[src/rtl/audio_irq_pkg.sv]
package audio_irq_pkg;
   localparam int DATA_W = 32;

   localparam int B_SB   = 2;
   localparam int B_MPU  = 3;
   localparam int B_TMR  = 4;
   localparam int B_ADDR = 5;
   localparam int B_ENV  = 6;
   localparam int B_ST   = 7;
   localparam int B_UND  = 8;
   localparam int B_OVR  = 9;
   localparam int B_MUF  = 10;
   localparam int B_MOF  = 11;
   localparam int B_TGT  = 15;
   localparam int B_HALF = 16;
   localparam int B_TIE  = 17;
   localparam int B_SIE  = 23;
   localparam int B_GPIO = 24;

   localparam int NFLAG  = 5;
   localparam int FI_UND = 0;
   localparam int FI_OVR = 1;
   localparam int FI_MUF = 2;
   localparam int FI_MOF = 3;
   localparam int FI_TGT = 4;

   localparam logic [DATA_W-1:0] DEF_MASK = 32'h0183_8FFC;

   function automatic int flag_bit(input int idx);
      case (idx)
         FI_UND:  return B_UND;
         FI_OVR:  return B_OVR;
         FI_MUF:  return B_MUF;
         FI_MOF:  return B_MOF;
         default: return B_TGT;
      endcase
   endfunction
endpackage

[src/rtl/irq_vec_reduce.sv]
module irq_vec_reduce #(
   parameter int NCH  = 32,
   parameter int NVEC = 1
) (
   input  logic [NVEC*NCH-1:0] vec_i,
   output logic                any_o
);
   if (NCH < 1 || NVEC < 1) begin : g_bad
      $error("irq_vec_reduce: NCH and NVEC must be at least 1");
   end

   if (NVEC == 1) begin : g_single
      assign any_o = |vec_i;
   end else begin : g_multi
      logic [NVEC-1:0] part;
      for (genvar v = 0; v < NVEC; v++) begin : g_part
         assign part[v] = |vec_i[v*NCH +: NCH];
      end
      assign any_o = |part;
   end
endmodule

[src/rtl/mix_sat_detect.sv]
module mix_sat_detect #(
   parameter int ACC_W = 24,
   parameter int SAT_W = 20
) (
   input  logic             valid_i,
   input  logic [ACC_W-1:0] acc_i,
   output logic             under_o,
   output logic             over_o
);
   if (SAT_W < 2 || SAT_W >= ACC_W || ACC_W > 62) begin : g_bad
      $error("mix_sat_detect: need 2 <= SAT_W < ACC_W <= 62");
   end

   localparam logic signed [ACC_W-1:0] HI_LIM = ACC_W'((64'sd1 <<< (SAT_W-1)) - 64'sd1);
   localparam logic signed [ACC_W-1:0] LO_LIM = ACC_W'(-(64'sd1 <<< (SAT_W-1)));

   logic signed [ACC_W-1:0] acc_s;
   assign acc_s   = $signed(acc_i);
   assign over_o  = valid_i && (acc_s > HI_LIM);
   assign under_o = valid_i && (acc_s < LO_LIM);
endmodule

[src/rtl/sticky_flag.sv]
module sticky_flag (
   input  logic clk,
   input  logic rst_n,
   input  logic set_i,
   input  logic clr_i,
   output logic q_o
);
   always_ff @(posedge clk or negedge rst_n) begin
      if (!rst_n)     q_o <= 1'b0;
      else if (set_i) q_o <= 1'b1;
      else if (clr_i) q_o <= 1'b0;
   end

   assert_set_wins_R10: assert property (@(posedge clk) disable iff (!rst_n)
      set_i |=> q_o);
   assert_w1c_R10: assert property (@(posedge clk) disable iff (!rst_n)
      (clr_i && !set_i) |=> !q_o);
   assert_hold_R10: assert property (@(posedge clk) disable iff (!rst_n)
      (!clr_i && !set_i) |=> $stable(q_o));
endmodule

[src/rtl/audio_irq_status.sv]
module audio_irq_status
   import audio_irq_pkg::*;
#(
   parameter int NCH   = 32,
   parameter int ACC_W = 24,
   parameter int SAT_W = 20,
   parameter int ST_W  = 16
) (
   input  logic              clk,
   input  logic              rst_n,
   input  logic              sb_irq_i,
   input  logic              mpu_irq_i,
   input  logic              tmr_irq_i,
   input  logic [NCH-1:0]    addr_int_a_i,
   input  logic [NCH-1:0]    addr_int_b_i,
   input  logic [NCH-1:0]    env_int_i,
   input  logic              pb_run_i,
   input  logic              pb_fifo_empty_i,
   input  logic              f48_tick_i,
   input  logic              rec_run_i,
   input  logic              rec_req_i,
   input  logic              rec_data_rdy_i,
   input  logic              mix_valid_i,
   input  logic [ACC_W-1:0]  mix_acc_i,
   input  logic [ST_W-1:0]   st_count_i,
   input  logic [ST_W-1:0]   st_target_i,
   input  logic [3:0]        gpio_bits_i,
   input  logic              wr_en_i,
   input  logic [DATA_W-1:0] wr_data_i,
   output logic [DATA_W-1:0] rd_data_o,
   output logic              pb_half_rate_o
);
   if (ST_W < 1) begin : g_bad
      $error("audio_irq_status: ST_W must be at least 1");
   end

   logic addr_any, env_any, mix_under, mix_over;
   logic half_rate_q, tmr_ie_q, st_ie_q;
   logic [NFLAG-1:0] fset, fclr, fq;

   irq_vec_reduce #(.NCH(NCH), .NVEC(2)) u_addr_or (
      .vec_i ({addr_int_b_i, addr_int_a_i}),
      .any_o (addr_any)
   );

   irq_vec_reduce #(.NCH(NCH), .NVEC(1)) u_env_or (
      .vec_i (env_int_i),
      .any_o (env_any)
   );

   mix_sat_detect #(.ACC_W(ACC_W), .SAT_W(SAT_W)) u_sat (
      .valid_i (mix_valid_i),
      .acc_i   (mix_acc_i),
      .under_o (mix_under),
      .over_o  (mix_over)
   );

   assign fset[FI_UND] = pb_run_i && pb_fifo_empty_i && f48_tick_i;
   assign fset[FI_OVR] = rec_run_i && rec_req_i && !rec_data_rdy_i;
   assign fset[FI_MUF] = mix_under;
   assign fset[FI_MOF] = mix_over;
   assign fset[FI_TGT] = (st_count_i == st_target_i);

   for (genvar i = 0; i < NFLAG; i++) begin : g_flag
      localparam int BP = flag_bit(i);
      assign fclr[i] = wr_en_i && wr_data_i[BP];
      sticky_flag u_flag (
         .clk   (clk),
         .rst_n (rst_n),
         .set_i (fset[i]),
         .clr_i (fclr[i]),
         .q_o   (fq[i])
      );
   end

   always_ff @(posedge clk or negedge rst_n) begin
      if (!rst_n) begin
         half_rate_q <= 1'b0;
         tmr_ie_q    <= 1'b0;
         st_ie_q     <= 1'b0;
      end else if (wr_en_i) begin
         half_rate_q <= wr_data_i[B_HALF];
         tmr_ie_q    <= wr_data_i[B_TIE];
         st_ie_q     <= wr_data_i[B_SIE];
      end
   end

   always_comb begin
      rd_data_o         = '0;
      rd_data_o[B_SB]   = sb_irq_i;
      rd_data_o[B_MPU]  = mpu_irq_i;
      rd_data_o[B_TMR]  = tmr_irq_i && tmr_ie_q;
      rd_data_o[B_ADDR] = addr_any;
      rd_data_o[B_ENV]  = env_any;
      rd_data_o[B_ST]   = fq[FI_TGT] && st_ie_q;
      rd_data_o[B_UND]  = fq[FI_UND];
      rd_data_o[B_OVR]  = fq[FI_OVR];
      rd_data_o[B_MUF]  = fq[FI_MUF];
      rd_data_o[B_MOF]  = fq[FI_MOF];
      rd_data_o[B_TGT]  = fq[FI_TGT];
      rd_data_o[B_HALF] = half_rate_q;
      rd_data_o[B_TIE]  = tmr_ie_q;
      rd_data_o[B_SIE]  = st_ie_q;
      rd_data_o[B_GPIO] = (gpio_bits_i[0] && gpio_bits_i[2]) ||
                          (gpio_bits_i[1] && gpio_bits_i[3]);
   end

   assign pb_half_rate_o = half_rate_q;

   assert_rsv_zero_R11: assert property (@(posedge clk) disable iff (!rst_n)
      (rd_data_o & ~DEF_MASK) == '0);
   assert_timer_gate_R2: assert property (@(posedge clk) disable iff (!rst_n)
      !rd_data_o[B_TIE] |-> !rd_data_o[B_TMR]);
   assert_mix_over_R6: assert property (@(posedge clk) disable iff (!rst_n)
      (mix_valid_i && $signed(mix_acc_i) > $signed(ACC_W'((64'sd1 <<< (SAT_W-1)) - 64'sd1)))
      |=> rd_data_o[B_MOF]);
   assert_st_gate_R7: assert property (@(posedge clk) disable iff (!rst_n)
      rd_data_o[B_ST] |-> rd_data_o[B_TGT]);
   assert_mode_load_R8: assert property (@(posedge clk) disable iff (!rst_n)
      wr_en_i |=> pb_half_rate_o == $past(wr_data_i[B_HALF]));
   assert_underrun_R4: assert property (@(posedge clk) disable iff (!rst_n)
      (pb_run_i && pb_fifo_empty_i && f48_tick_i) |=> rd_data_o[B_UND]);
endmodule

[config.mk]
export PLATFORM = sky130hd
export DESIGN_NAME = audio_irq_status
export DESIGN_NICKNAME = d
export VERILOG_FILES = /design/src/rtl/audio_irq_pkg.sv /design/src/rtl/irq_vec_reduce.sv /design/src/rtl/mix_sat_detect.sv /design/src/rtl/sticky_flag.sv /design/src/rtl/audio_irq_status.sv
export SDC_FILE = /design/constraint.sdc
export NUM_CORES = 1
export LEC_CHECK = 0
export BUFFER_PORTS_ARGS = -buffer_cell sky130_fd_sc_hd__buf_2
export CAP_MARGIN = 30
export CORE_AREA = 2 2 92 94
export DETAILED_ROUTE_END_ITERATION = 8
export DIE_AREA = 0 0 94 96
export GPL_ROUTABILITY_DRIVEN = 0
export SYNTH_ARGS = -nofsm -noshare
export SYNTH_HDL_FRONTEND = slang
export SYNTH_SLANG_ARGS = --single-unit
[constraint.sdc]
create_clock -name clk -period 1.9 [get_ports clk]
set_input_delay 0.38 -clock clk [delete_from_list [all_inputs] [get_ports clk]]
set_output_delay 0.38 -clock clk [all_outputs]
set_load 0.005 [all_outputs]
Word-level counts from Yosys, hierarchy flattened --
Cells that the tools add are included. W data, S select, Z words.
Cells by class: $lt $le $gt $ge 2, equality and inequality tests 1, reduce and logical (&&, ||, !) cells 24, multiplexer cells 10
Operator list (number):
- $reduce_or A64 Y1 | 1
- $reduce_or A32 Y1 | 1
- $gt A24 B20 Y1 const B | 1
- $lt A24 B20 Y1 const B | 1
- $eq A16 B16 Y1 | 1
- $logic_and A1 B1 Y1 | 15
- $mux W1 | 10
- $reduce_bool A2 Y1 | 5
- $logic_not A1 Y1 | 1
- $logic_or A1 B1 Y1 | 1
Storage, ports and cells: output and inout bits 33, logic and storage cells 45, register bits 8, input bits 201

Longest topological paths before layout --
word-level depth 3, mapped depth 4, mapped depth without buffers 4

Modules after synthesis --
From an unflattened synthesis, not the netlist that was laid out.
Unflattened totals: cell total of the unflattened synthesis 114, area, all modules 958.4 sq um
Modules (own cells, without submodules):
- audio_irq_status | seq. area each 75.1 sq um, instances 1, area each 536.8 sq um, cells an instance 63
- sticky_flag | seq. area each 25.0 sq um, instances 5, area each 36.3 sq um, cells an instance 3
- irq_vec_reduce (u_addr_or) | seq. area each 0.0 sq um, instances 1, area each 138.9 sq um, cells an instance 21
- irq_vec_reduce (u_env_or) | seq. area each 0.0 sq um, instances 1, area each 75.1 sq um, cells an instance 11
- mix_sat_detect | seq. area each 0.0 sq um, instances 1, area each 26.3 sq um, cells an instance 4

Worst setup path after synthesis --
Ideal clock, no wire load.
path type input-to-output, from input addr_int_a_i[0], to output rd_data_o[5], required time 1520 ps, cell stages on the path 4, slack 144 ps, buffers on the path 1, arrival time 1376 ps, cell sequence nor4_1 -> nand4_1 -> or4_1 -> buf_4
Between the ends: cells in the longest elaborated chain, start to end 1
Ends and longest elaborated chain:
- from (decl) | line audio_irq_status.sv:14 | input logic [NCH-1:0] addr_int_a_i,
- $reduce_or A64 Y1 | line irq_vec_reduce.sv:19 | assign any_o = |part;
- to (decl) | line audio_irq_status.sv:30 | output logic [DATA_W-1:0] rd_data_o,
No other way between the ends.

Worst setup path in the final report --
from input addr_int_b_i[13], to output rd_data_o[5]
Between the ends: cells in the longest elaborated chain, start to end 1
Ends and longest elaborated chain:
- from (decl) | line audio_irq_status.sv:15 | input logic [NCH-1:0] addr_int_b_i,
- $reduce_or A64 Y1 | line irq_vec_reduce.sv:19
No other way between the ends.

==> impl_metrics.env <==
export IMPL_synth_compound_area_share_pct=4.63
export IMPL_period_share_pct=100
export IMPL_rows=33
export IMPL_hp_start="rec_data_rdy_i"
export IMPL_clock_skew_final_ps=0
export IMPL_cp_start_kind="primary input"
export IMPL_cts_root_buffer="clkbuf_8"
export IMPL_combPwrFrac_pct=43.1
export IMPL_violations="setup timing"
export IMPL_antenna_found_initial=0
export IMPL_cts_buffers=3
export IMPL_dp_hpwl_um=3060
export IMPL_synth_edf_count=0
export IMPL_synthXorXnorAreaFrac_pct=14.8
export IMPL_intPower_w=0.000504
export IMPL_synth_seq_cells=8
export IMPL_die_w_um=94
export IMPL_path_clk_slew_ps=40
export IMPL_hp_class="in -> reg"
export IMPL_start_util_pct=11.7
export IMPL_power_frac_seq_pct=28.7
export IMPL_synth_top_area_cell="buf_4"
export IMPL_port_buffers=169
export IMPL_critPathKind="in -> out"
export IMPL_synth_fa_ha_area_share_pct=0
export IMPL_setup_violations_final=1
export IMPL_power_total_w=0.000685
export IMPL_routed_wirelength_um=3410
export IMPL_drt_iter0_markers=14
export IMPL_final_area_mm2=0.00197
export IMPL_rsz0062_at_grt="yes"
export IMPL_hold_violations=0
export IMPL_vias=1437
export IMPL_synthFlopType="dfrtp_1"
export IMPL_syn2layout_area_growth_pct=108
export IMPL_drcViolationCount=0
export IMPL_crit_path_end_kind="primary output"
export IMPL_grt_use_total_pct=6.27
export IMPL_startpoint="addr_int_b_i[13]"
export IMPL_grt_pass1_wl_um=4560
export IMPL_cap_violations=0
export IMPL_status="finished, violations left"
export IMPL_top_level_ports=234
export IMPL_netSwitchingFraction_pct=26.4
export IMPL_clock_sinks=8
export IMPL_synth_simple_area_share_pct=31.6
export IMPL_slew_violations=0
export IMPL_vias_per_cell=3.80
export IMPL_finalHoldWorstSlack_ps=354
export IMPL_ant_nets=0
export IMPL_avgSynthCellArea_um2=8.30
export IMPL_arrival_ps=1530
export IMPL_cts_tree="yes"
export IMPL_grt_pass1_vias=1215
export IMPL_finalCriticalPeriod_ps=1910
export IMPL_overflow=0
export IMPL_grt_max_degree=9
export IMPL_synth_area_um2=946
export IMPL_synth_area_mux_share_pct=3.57
export IMPL_dr_pass1_iters=3
export IMPL_multi_input_area_um2=689
export IMPL_syn_inst=114
export IMPL_cts_buffer_depth=2
export IMPL_synth_top_family_by_area="simple AND/OR/NAND/NOR gates"
export IMPL_layout_drive_gt1_share_pct=68.1
export IMPL_switching_power_w=0.000181
export IMPL_coreArea_mm2=0.00805
export IMPL_cp_data_required_time_ps=1520
export IMPL_clock_fmax_ghz=0.525
export IMPL_ys_warn_count=0
export IMPL_p_clk_share_pct=28.3
export IMPL_seqCellArea_um2=200
export IMPL_worst_path_max_fanout=1
export IMPL_dieArea_mm2=0.00902
export IMPL_synth_most_common_cell="buf_4"
export IMPL_clk_latency_ps=220
export IMPL_power_density_mw_per_mm2=348
export IMPL_htree_levels=1
export IMPL_wl_per_cell_um=9.02
export IMPL_synth_distinct_cells=17
export IMPL_r2r_start="pb_half_rate_o"
export IMPL_leakage_nw=1.02
export IMPL_ir_drop_v=0.000135
export IMPL_fillers=898
export IMPL_placed_cell_area_mm2=0.00176
export IMPL_ys_seq_area_share_pct=21.2
export IMPL_fin_setup_tns_ps=-6.34
export IMPL_n_antenna_cell=0
export IMPL_worst_slack_ps=-6.34
export IMPL_yosys_area_top_type_share_pct=23.0
export IMPL_die_height_um=96
export IMPL_async_flop_share_pct=100
export IMPL_nets=476
export IMPL_synth_common_cells="buf_4, nor4_1, xor2_1, nand2_1"
export IMPL_synthTopCellsByArea="buf_4, dfrtp_1, nor4_1"
==> power by group through the flow <==
stage	logic, W	registers, W	clock network (W)
6_report	0.000295	0.000196	0.000194
2_1_floorplan	0.000120	0.000198	0
4_1_cts	0.000276	0.000196	0.000201
3_3_place_gp	0.000256	0.000198	0
5_1_grt	0.000327	0.000199	0.000213
3_5_place_dp	0.000262	0.000199	0
==> worst paths after layout <==
path	end	cells past startpoint	slack, ps
min in group asynchronous	g_flag[0].u_flag.q_o	2	540
max in group asynchronous	tmr_ie_q	2	1210
worst max-delay path	rd_data_o[5]	5	-6
worst min-delay path	g_flag[1].u_flag.q_o	2	350
worst max register to register	pb_half_rate_o	1	1150
worst min register to register	g_flag[1].u_flag.q_o	2	480
==> layout by cell type (no fill, tap or decap) <==
| cell | count |
|---|---|
| a22o_1 | 1 |
| a32o_1 | 3 |
| and2_1 | 2 |
| buf_2 | 162 |
| buf_6 | 7 |
| clkbuf_8 | 3 |
| conb_1 | 17 |
| dfrtp_1 | 8 |
| dlygate4sd3_1 | 1 |
| inv_1 | 1 |
| mux2_2 | 3 |
| nand2_1 | 9 |
| nand4_1 | 8 |
| nor4_1 | 18 |
| nor4_2 | 4 |
| nor4_4 | 6 |
| o21ai_0 | 1 |
| or2_2 | 1 |
| or4_1 | 2 |
| xor2_1 | 16 |
==> worst max-delay path, stage by stage <==
cell and delay, ps:
buf_2 110, nor4_4 250, nand4_1 150, or4_1 490
buf_2 140
==> per-layer routing <==
metal | vias up | track usage [%] | routed length, um
met1 | 616 | 5.52 | 1040
met3 | 6 | 1.10 | 411
met2 | 108 | 13.4 | 1910
li1 | 707 | - | -
met5 | - | 0 | 0
met4 | 0 | 3.02 | 48
==> stage by stage <==
stage          utilization [%]  worst slack [ps]  std cells
4_1_cts                   23.2             -50.1        378
5_1_grt                   24.4             -80.8        378
3_5_place_dp              21.9             -97.3        374
2_1_floorplan                -               144        130
6_report                  24.4             -6.34        378
3_3_place_gp              21.9             -67.6        374
==> layout make-up <==
type / instances / share of cell area (%)
timing repair buffer: 170 / 45.8
multi-input combinational: 91 / 35.1
sequential: 8 / 10.2
tap: 105 / 6.68
clock buffer: 3 / 2.10
inverter: 1 / 0.191
==> cell families after synthesis <==
kind of cell	after synthesis
mux	3
flops	8
simple gates	50
buf+inv	31
compound gates	5
xor+xnor	16
other cells	1
==> flip-flops by register name, summed over array words and instances, names as in the netlist <==
name               count
g_flag.u_flag.q_o      5
pb_half_rate_o         1
st_ie_q                1
tmr_ie_q               1
==> what timing repair did <==
action / in CTS / in global routing
endpoints found under the hold margin: 8 / 0
pin swaps: 2 / 2
buffers inserted: 0 / 0
setup endpoints to repair: 1 / 1
resized for setup: 9 / 13
hold buffers: 1 / 0
gates cloned: 0 / 0
(Power assumes the default switching activity.)
